File: config.mk
export PLATFORM = sky130hd
export DESIGN_NAME = lsu_be
export DESIGN_NICKNAME = d
export VERILOG_FILES = /design/src/rtl/lsu_be_pkg.sv /design/src/rtl/lsu_addr_chk.sv /design/src/rtl/lsu_store_steer.sv /design/src/rtl/lsu_load_ext.sv /design/src/rtl/lsu_be.sv
export SDC_FILE = /design/constraint.sdc
export NUM_CORES = 1
export LEC_CHECK = 0
export BUFFER_PORTS_ARGS = -buffer_cell sky130_fd_sc_hd__clkbuf_2
export CORE_UTILIZATION = 30
export DETAILED_ROUTE_END_ITERATION = 10
export GPL_TIMING_DRIVEN = 0
export MAX_ROUTING_LAYER = met4
export SKIP_CTS_REPAIR_TIMING = 1
export SYNTH_ARGS = -nofsm -noshare
export SYNTH_HDL_FRONTEND = slang
export SYNTH_SLANG_ARGS = --single-unit
File: constraint.sdc
create_clock -name clk_i -period 10.4 [get_ports clk_i]
set_input_delay 1.04 -clock clk_i [delete_from_list [all_inputs] [get_ports clk_i]]
set_output_delay 1.04 -clock clk_i [all_outputs]
set_load 0.02 [all_outputs]
File: src/rtl/lsu_be_pkg.sv
package lsu_be_pkg;
  typedef enum logic [1:0] {
    SZ_BYTE  = 2'd0,
    SZ_WYDE  = 2'd1,
    SZ_TETRA = 2'd2,
    SZ_OCTA  = 2'd3
  } acc_size_e;
endpackage

File: src/rtl/lsu_addr_chk.sv
module lsu_addr_chk #(
  parameter int unsigned ADDR_W = 64,
  parameter int unsigned LANES  = 8,
  localparam int unsigned OFF_W = $clog2(LANES),
  localparam int unsigned CW    = OFF_W + 2
) (
  input  logic [ADDR_W-1:0] op_y_i,
  input  logic [ADDR_W-1:0] op_z_i,
  input  logic [CW-1:0]     nbytes_i,
  output logic [ADDR_W-1:0] word_addr_o,
  output logic [OFF_W-1:0]  off_o,
  output logic              misaligned_o,
  output logic [LANES-1:0]  lane_mask_o
);
  logic [ADDR_W-1:0] ea;
  logic [CW-1:0]     off_w;
  logic [CW-1:0]     end_w;

  assign ea          = op_y_i + op_z_i;
  assign off_o       = ea[OFF_W-1:0];
  assign word_addr_o = {ea[ADDR_W-1:OFF_W], {OFF_W{1'b0}}};
  assign off_w       = CW'(off_o);
  assign end_w       = off_w + nbytes_i;
  // size is a power of two: aligned iff offset bits below it are clear
  assign misaligned_o = |(off_w & (nbytes_i - CW'(1)));

  for (genvar k = 0; k < int'(LANES); k++) begin : g_lane
    localparam logic [CW-1:0] LANE_IDX = CW'(k);
    assign lane_mask_o[k] = (LANE_IDX >= off_w) && (LANE_IDX < end_w);
  end
endmodule

File: src/rtl/lsu_store_steer.sv
module lsu_store_steer #(
  parameter int unsigned LANES  = 8,
  localparam int unsigned DATA_W = LANES * 8,
  localparam int unsigned OFF_W  = $clog2(LANES),
  localparam int unsigned CW     = OFF_W + 2
) (
  input  logic [DATA_W-1:0] src_i,
  input  logic [OFF_W-1:0]  off_i,
  input  logic [CW-1:0]     nbytes_i,
  input  logic [LANES-1:0]  lane_mask_i,
  output logic [DATA_W-1:0] wdata_o
);
  logic [CW-1:0] last_w;
  assign last_w = CW'(off_i) + nbytes_i - CW'(1);

  for (genvar k = 0; k < int'(LANES); k++) begin : g_lane
    localparam logic [CW-1:0] LANE_IDX = CW'(k);
    logic [CW-1:0]    idx_full;
    logic [OFF_W-1:0] idx;
    assign idx_full = last_w - LANE_IDX;
    assign idx      = idx_full[OFF_W-1:0];
    // lane 0 is the lowest address, carried on the top byte
    assign wdata_o[DATA_W-1-8*k -: 8] = lane_mask_i[k] ? src_i[8*idx +: 8] : 8'h00;
  end
endmodule

File: src/rtl/lsu_load_ext.sv
module lsu_load_ext #(
  parameter int unsigned LANES  = 8,
  localparam int unsigned DATA_W = LANES * 8,
  localparam int unsigned OFF_W  = $clog2(LANES),
  localparam int unsigned CW     = OFF_W + 2
) (
  input  logic [DATA_W-1:0] rdata_i,
  input  logic [OFF_W-1:0]  off_i,
  input  logic [CW-1:0]     nbytes_i,
  input  logic              signed_i,
  output logic [DATA_W-1:0] value_o
);
  logic [CW-1:0] last_w;
  logic          top_bit;
  logic [7:0]    fill;

  assign last_w  = CW'(off_i) + nbytes_i - CW'(1);
  // most significant loaded byte sits at lane off
  assign top_bit = rdata_i[DATA_W-1-8*int'(off_i)];
  assign fill    = {8{signed_i & top_bit}};

  for (genvar j = 0; j < int'(LANES); j++) begin : g_byte
    localparam logic [CW-1:0] BYTE_IDX = CW'(j);
    logic [CW-1:0]    lane_full;
    logic [OFF_W-1:0] lane;
    logic             used;
    assign used      = BYTE_IDX < nbytes_i;
    assign lane_full = last_w - BYTE_IDX;
    assign lane      = lane_full[OFF_W-1:0];
    assign value_o[8*j +: 8] = used ? rdata_i[DATA_W-1-8*int'(lane) -: 8] : fill;
  end
endmodule

File: src/rtl/lsu_be.sv
module lsu_be
  import lsu_be_pkg::*;
#(
  parameter int unsigned ADDR_W = 64,
  parameter int unsigned LANES  = 8,
  localparam int unsigned DATA_W = LANES * 8,
  localparam int unsigned OFF_W  = $clog2(LANES),
  localparam int unsigned CW     = OFF_W + 2
) (
  input  logic              clk_i,
  input  logic              rst_ni,
  input  logic              req_valid_i,
  input  logic              req_store_i,
  input  logic [1:0]        req_size_i,
  input  logic              req_signed_i,
  input  logic [ADDR_W-1:0] op_y_i,
  input  logic [ADDR_W-1:0] op_z_i,
  input  logic [DATA_W-1:0] st_data_i,
  output logic              mem_req_o,
  output logic              mem_we_o,
  output logic [ADDR_W-1:0] mem_addr_o,
  output logic [LANES-1:0]  mem_be_o,
  output logic [DATA_W-1:0] mem_wdata_o,
  output logic              fault_o,
  input  logic              mem_rvalid_i,
  input  logic [DATA_W-1:0] mem_rdata_i,
  output logic              ld_done_o,
  output logic [DATA_W-1:0] ld_data_o
);
  acc_size_e        size;
  logic [CW-1:0]    nbytes;
  logic [ADDR_W-1:0] word_addr;
  logic [OFF_W-1:0] off;
  logic             misaligned;
  logic [LANES-1:0] lane_mask;
  logic [DATA_W-1:0] wdata;
  logic             issue;

  logic [OFF_W-1:0] ctx_off_q;
  logic [CW-1:0]    ctx_nbytes_q;
  logic             ctx_signed_q;
  logic [DATA_W-1:0] ld_value;

  assign size   = acc_size_e'(req_size_i);
  assign nbytes = CW'(1) << size;

  lsu_addr_chk #(.ADDR_W(ADDR_W), .LANES(LANES)) u_addr (
    .op_y_i      (op_y_i),
    .op_z_i      (op_z_i),
    .nbytes_i    (nbytes),
    .word_addr_o (word_addr),
    .off_o       (off),
    .misaligned_o(misaligned),
    .lane_mask_o (lane_mask)
  );

  lsu_store_steer #(.LANES(LANES)) u_steer (
    .src_i      (st_data_i),
    .off_i      (off),
    .nbytes_i   (nbytes),
    .lane_mask_i(lane_mask),
    .wdata_o    (wdata)
  );

  assign issue       = req_valid_i && !misaligned;
  assign fault_o     = req_valid_i && misaligned;
  assign mem_req_o   = issue;
  assign mem_we_o    = issue && req_store_i;
  assign mem_addr_o  = issue ? word_addr : '0;
  assign mem_be_o    = issue ? lane_mask : '0;
  assign mem_wdata_o = (issue && req_store_i) ? wdata : '0;

  // load context held until the data returns; one load outstanding
  always_ff @(posedge clk_i or negedge rst_ni) begin
    if (!rst_ni) begin
      ctx_off_q    <= '0;
      ctx_nbytes_q <= CW'(1);
      ctx_signed_q <= 1'b0;
    end else if (issue && !req_store_i) begin
      ctx_off_q    <= off;
      ctx_nbytes_q <= nbytes;
      ctx_signed_q <= req_signed_i;
    end
  end

  lsu_load_ext #(.LANES(LANES)) u_ext (
    .rdata_i (mem_rdata_i),
    .off_i   (ctx_off_q),
    .nbytes_i(ctx_nbytes_q),
    .signed_i(ctx_signed_q),
    .value_o (ld_value)
  );

  always_ff @(posedge clk_i or negedge rst_ni) begin
    if (!rst_ni) begin
      ld_done_o <= 1'b0;
      ld_data_o <= '0;
    end else begin
      ld_done_o <= mem_rvalid_i;
      if (mem_rvalid_i) ld_data_o <= ld_value;
    end
  end
endmodule

==> results_dict.tcl, run 1 <==
set metrics [dict create \
    critPathRequiredTime_ns 9.36 \
    cp-end-kind "primary output" \
    cp_cell_sequence "clkbuf_2 -> ha_1 -> ha_1 -> clkbuf_1 -> buf_2 -> clkbuf_1 -> buf_2 -> inv_1 -> ha_1 -> clkbuf_1 -> xnor2_1 -> clkbuf_1 -> nand2_1 -> a21oi_1 -> clkbuf_2" \
    finalNetCount 2284 \
    grt_antenna_before_repair 1 \
    final_cells 2472 \
    cp_num_buf_inv 9 \
    dr_total_vias 14200 \
    drv_cap 0 \
    switching_share 0.536 \
    drt_iter0_drc 1237 \
    hold_path_class "reg -> reg" \
    finalHoldViolations 0 \
    seq_area_um2 1830 \
    layout.cells.most_common_list "466 x clkbuf_2, 307 x nand2_1, 178 x a21oi_1" \
    period_needed_ns 7.19 \
    wl_met1_um 22800 \
    yosysWarnings 0 \
    port_buffers 464 \
    met2_length_um 26300 \
    first_global_vias 13600 \
    ir_drop_mv 0.168 \
    crit_arrival_ns 6.15 \
    ys_seq_area_frac 0.149 \
    vias_per_cell 5.76 \
    powerDensity_nw_per_um2 272 \
    worst-slew-pin-transition_ns 1.03 \
    drt_wl_total_um 55000 \
    core_area_um2 40100 \
    die_x_um 204 \
    slowest_stage "xnor2_1" \
    gp_congestion 1.02 \
    p_sw_mw 2.27 \
    avgRoutedWirePerCell_um 22.2 \
    synth.cell_area_um2 12300 \
    path_delay_family "buffers and inverters" \
    maxSlewViolCount 0 \
    htree_levels 3 \
    die_y_um 204 \
    clock_latency_ns 0.34 \
    synth-seq-cells 73 \
    cpMostUsedCell "clkbuf_1" \
    drt_pass1_iterations 5 \
    synth-main-ff-cell "dfrtp_1" \
    path_clk_slew_ns 0.06 \
    fillers 4245 \
    drc_errors 0 \
    grt_start_max_net_pins 40 \
    fin_hold_ws_ns 0.506 \
    yosys-top-cells-area "mux4_2 24%, dfrtp_1 15%, nand2_1 9.4%, ha_1 7.6%, a21oi_1 7.2%" \
    p_leak_nw 7.21 \
    cp_max_fo 10 \
    layout_commonest_cell "clkbuf_2" \
    finalSetupViolCount 0 \
    grt.total_usage 0.263 \
    yosysTopAreaCellShare 0.238 \
    pwr-share-comb 0.803 \
    setup-tns-final_ns 0 \
    tritoncts "done" \
    synth_cells 1465 \
    wl_met3_um 4590 \
    grt_pass1_wl_um 81600 \
    multi_input_area_um2 9950 \
    cts_buffer_depth 2 \
    dpl.cell_count 2457 \
    clock-skew-final_ns 0.00541 \
    path_class "in -> out" \
    min_period_over_period 0.692 \
    intPower_mw 1.97 \
    ios 468 \
    hpwl_um 46300 \
    synth_cell_types 64 \
    grt_overflow 0 \
    pwr-share-clk 0.080 \
    highest_layer "met4" \
    slowest_delay_ns 0.72 \
    rows 73 \
    synth_enable_flop_cells 0 \
    relSlewSlack 0.305 \
    cts_sinks 73 \
    fmax_mhz 139 \
    syn_area_per_cell_um2 8.39 \
    start_util 0.306 \
    post-synth-top-area-cell "mux4_2" \
    critPathLaunchType "input pin" \
    rsz0062_at_grt "no" \
    p_seq_frac 0.117 \
    async_flop_share 1.00 \
    cts_made_buffers 9 \
    status "completed" \
    ant_nets 0 \
    die-area_um2 41800 \
    area_growth_pct 27.1 \
    antenna_cells 0 \
    layout-drive-gt1-share 0.367 \
    cts_root_buf "clkbuf_16" \
]
-- state kept, by name, summed over array words and instances (netlist names) --
name and count:
ctx_signed_q 1, ctx_nbytes_q 4, ld_data_o 64, ld_done_o 1, ctx_off_q 3
-- metrics by stage --
stage	area (um2)	worst slack, ns	total power, mW	utilization
detailed placement	15300	3.31	3.86	0.382
finish	15600	3.21	4.24	0.389
CTS	15600	3.30	4.23	0.389
global placement	15300	3.33	3.83	0.381
global route	15600	2.86	4.55	0.389
floorplan	12300	4.61	2.90	-
-- cell type report --
type | count | area share
Multi-Input combinational cell | 1270 | 0.637
Tap cell | 525 | 0.0421
Buffer | 91 | 0.0249
Inverter | 33 | 0.00793
Clock inverter | 5 | 0.00513
Sequential cell | 73 | 0.117
Timing Repair Buffer | 465 | 0.150
Clock buffer | 10 | 0.0153
-- path summary, 6_finish.rpt --
| path | slack (ns) | depth (start not counted) | start | end |
|---|---|---|---|---|
| setup / recovery | 3.21 | 15 | op_z_i[0] | mem_wdata_o[40] |
| hold / removal | 0.51 | 1 | ld_data_o[23]$_DFFE_PN0P_ | ld_data_o[23]$_DFFE_PN0P_ |
| setup reg to reg | 5.23 | 14 | ctx_nbytes_q[0]$_DFFE_PN1P_ | ld_data_o[46]$_DFFE_PN0P_ |
| hold reg to reg | 0.51 | 1 | ld_data_o[23]$_DFFE_PN0P_ | ld_data_o[23]$_DFFE_PN0P_ |
| max in group asynchronous | 9.04 | 2 | rst_ni | ctx_nbytes_q[0]$_DFFE_PN1P_ |
| min in group asynchronous | 0.69 | 1 | rst_ni | ld_data_o[22]$_DFFE_PN0P_ |
-- cells by family (layout without fill, tap and decap cells) --
family                   count (synthesis)  count (layout)  share of synthesized area
AO/OA/AOI/OAI                          381             381                      0.184
XOR/XNOR                                71              71                     0.0518
adder cells (fa/ha/maj)                 77              77                     0.0796
buffers and inverters                  124             604                     0.0417
flip-flops                              73              73                      0.149
multiplexers                           215             215                      0.314
other                                    1               3                   0.000305
AND/OR/NAND/NOR                        523             523                      0.179
-- per-layer routing --
metal | GRT usage | vias up
met5 | - | -
met4 | 0.0632 | 0
met3 | 0.0300 | 71
met2 | 0.430 | 837
met1 | 0.347 | 6930
li1 | - | 6409
-- cells in the mapped netlist (19+ instances only) --
library cell,count
nand2_1,307
a21oi_1,178
mux4_2,130
nor2_1,123
ha_1,75
dfrtp_1,72
mux2_2,66
clkbuf_1,55
a31oi_1,52
o21ai_0,48
xnor2_1,41
inv_1,32
a21o_1,31
xor2_1,28
nand3_1,21
mux2i_1,19
-- power by group through the flow --
stage | Sequential [mW] | Combinational [mW] | Clock [mW]
floorplan | 0.639 | 2.26 | 0
global placement | 0.496 | 3.33 | 0
detailed placement | 0.501 | 3.36 | 0
CTS | 0.496 | 3.38 | 0.347
global route | 0.512 | 3.68 | 0.361
finish | 0.496 | 3.41 | 0.340
Power figures use the tool's default switching activity.
==> run 2, diff against run 1 <==
==> constraint.sdc (replaced) <==
create_clock -name clk_i -period 6.24 [get_ports clk_i]
set_input_delay 0.624 -clock clk_i [delete_from_list [all_inputs] [get_ports clk_i]]
set_output_delay 0.624 -clock clk_i [all_outputs]
set_load 0.02 [all_outputs]
==> results_dict.tcl, run 2 (synthesis gave the netlist of run 1 again) <==
set metrics [dict create \
    layout_commonest_cell "clkbuf_2" \
    grt.total_usage 0.263 \
    htree_levels 3 \
    reg_top3 "ld_data_o x64, ctx_nbytes_q x4, ctx_off_q x3" \
    rows 73 \
    worst-slew-pin-transition_ns 1.14 \
    hold_path_class "in -> async" \
    pwr-share-clk 0.080 \
    dr_total_vias 14200 \
    area_growth_pct 27.2 \
    path_clk_slew_ns 0.06 \
    setup_slack_ns 0.326 \
    cts_buffer_depth 2 \
    hpwl_um 46300 \
    vias_per_cell 5.76 \
    cts_sinks 73 \
    final_cells 2472 \
    dpl.cell_count 2457 \
    grt_overflow 0 \
    p_leak_nw 7.22 \
    cp-end-kind "primary output" \
    core_area_um2 40100 \
    cts_made_buffers 9 \
    ios 468 \
    rsz0062_at_grt "no" \
    ir_drop_mv 0.274 \
    layout-drive-gt1-share 0.369 \
    cp_cell_sequence "clkbuf_2 -> ha_1 -> ha_1 -> clkbuf_1 -> buf_2 -> clkbuf_2 -> buf_2 -> inv_1 -> ha_1 -> clkbuf_1 -> clkbuf_1 -> mux4_2 -> nand2_1 -> a21oi_1 -> clkbuf_2" \
    postLayoutCellArea_um2 15600 \
    drv_cap 0 \
    antenna_cells 0 \
    largest_reg_flops 64 \
    path_delay_family "buffers and inverters" \
    fillers 4241 \
    grt_pass1_wl_um 81600 \
    grt_start_max_net_pins 40 \
    drt_wl_total_um 55000 \
    ant_nets 0 \
    finish.utilization 0.390 \
    die-area_um2 41800 \
    first_global_vias 13600 \
    cp_max_fo 10 \
    slowest_delay_ns 0.62 \
    pwr-share-comb 0.803 \
    status "completed" \
    avgRoutedWirePerCell_um 22.2 \
    critPathRequiredTime_ns 5.62 \
    finalSetupViolCount 0 \
    maxSlewViolCount 0 \
    cp_num_buf_inv 9 \
    path_class "in -> out" \
    regMostFlops "ld_data_o" \
    die_x_um 204 \
    start_util 0.306 \
    period_needed_ns 5.91 \
    fmax_mhz 169 \
    finalHoldViolations 0 \
    p_sw_mw 3.80 \
    tritoncts "done" \
    p_seq_frac 0.117 \
    cts_root_buf "clkbuf_16" \
    grt_antenna_before_repair 1 \
    critPathLaunchType "input pin" \
    finalNetCount 2284 \
    min_period_over_period 0.948 \
    drt_iter0_drc 1317 \
    relSlewSlack 0.238 \
    powerDensity_nw_per_um2 453 \
    intPower_mw 3.29 \
    gp_congestion 1.02 \
    drt_pass1_iterations 7 \
    detailedPlace.worstSlack_ns -0.0167 \
    clock-skew-final_ns 0.00527 \
    port_buffers 464 \
    clock_latency_ns 0.34 \
    slowest_stage "clkbuf_1" \
    switching_share 0.536 \
    drc_errors 0 \
    layout.cells.most_common_list "469 x clkbuf_2, 307 x nand2_1, 178 x a21oi_1" \
    crit_arrival_ns 5.29 \
    post_dp_cell_area_um2 15300 \
    die_y_um 204 \
]
## run 2: final cells by class
class,instances,area [um2],share of cell area
clock buffer,10,239,0.0153
buffer,91,393,0.0251
tap,525,657,0.0420
multi-input combinational,1270,9960,0.637
clock inverter,5,80.1,0.00512
timing repair buffer,465,2340,0.150
inverter,33,124,0.00793
sequential,73,1830,0.117
## run 2: power by group through the flow
stage	sequential [mW]	clock, mW	combinational [mW]
2_1_floorplan	1.06	0	3.76
5_1_grt	0.854	0.602	6.13
6_report	0.826	0.568	5.69
4_1_cts	0.827	0.579	5.64
3_5_place_dp	0.835	0	5.60
3_3_place_gp	0.827	0	5.56
## run 2: routing by layer
layer	track usage	routed length (um)	up-vias
met5	-	0	-
met4	0.0632	1290	0
met3	0.0300	4750	75
met2	0.430	26300	862
met1	0.347	22600	6902
li1	-	-	6406
## run 2: worst register-to-register path: stages (launching register included)
cell and delay (ns):
dfstp_2 0.55, inv_1 0.07, ha_1 0.34, buf_2 0.30
buf_1 0.53, clkbuf_1 0.51, inv_1 0.10, ha_1 0.30
clkbuf_1 0.26, clkbuf_1 0.57, buf_1 0.55, mux4_2 0.46
nand2_1 0.10, a31oi_1 0.14, mux2_2 0.31
## run 2: path summary, 6_finish.rpt
path                                                  start                           to  slack (ns)  cells after the start
worst max-delay path                              op_z_i[0]              mem_wdata_o[24]        0.33                     15
worst min-delay path                                 rst_ni    ld_data_o[22]$_DFFE_PN0P_        0.28                      1
worst max register to register  ctx_nbytes_q[0]$_DFFE_PN1P_    ld_data_o[46]$_DFFE_PN0P_        1.06                     14
worst min register to register    ld_data_o[23]$_DFFE_PN0P_    ld_data_o[23]$_DFFE_PN0P_        0.51                      1
max in group asynchronous                            rst_ni  ctx_nbytes_q[0]$_DFFE_PN1P_        5.30                      2
min in group clk_i                             mem_rvalid_i          ld_done_o$_DFF_PN0_        0.41                      1
## run 2: stage by stage
stage               total power, mW  hold slack (ns)  setup TNS [ns]
floorplan                      4.83            0.328               0
global placement               6.38            0.490               0
detailed placement             6.43            0.496         -0.0265
CTS                            7.04            0.284         -0.0452
global route                   7.59            0.316               0
finish                         7.09            0.276               0
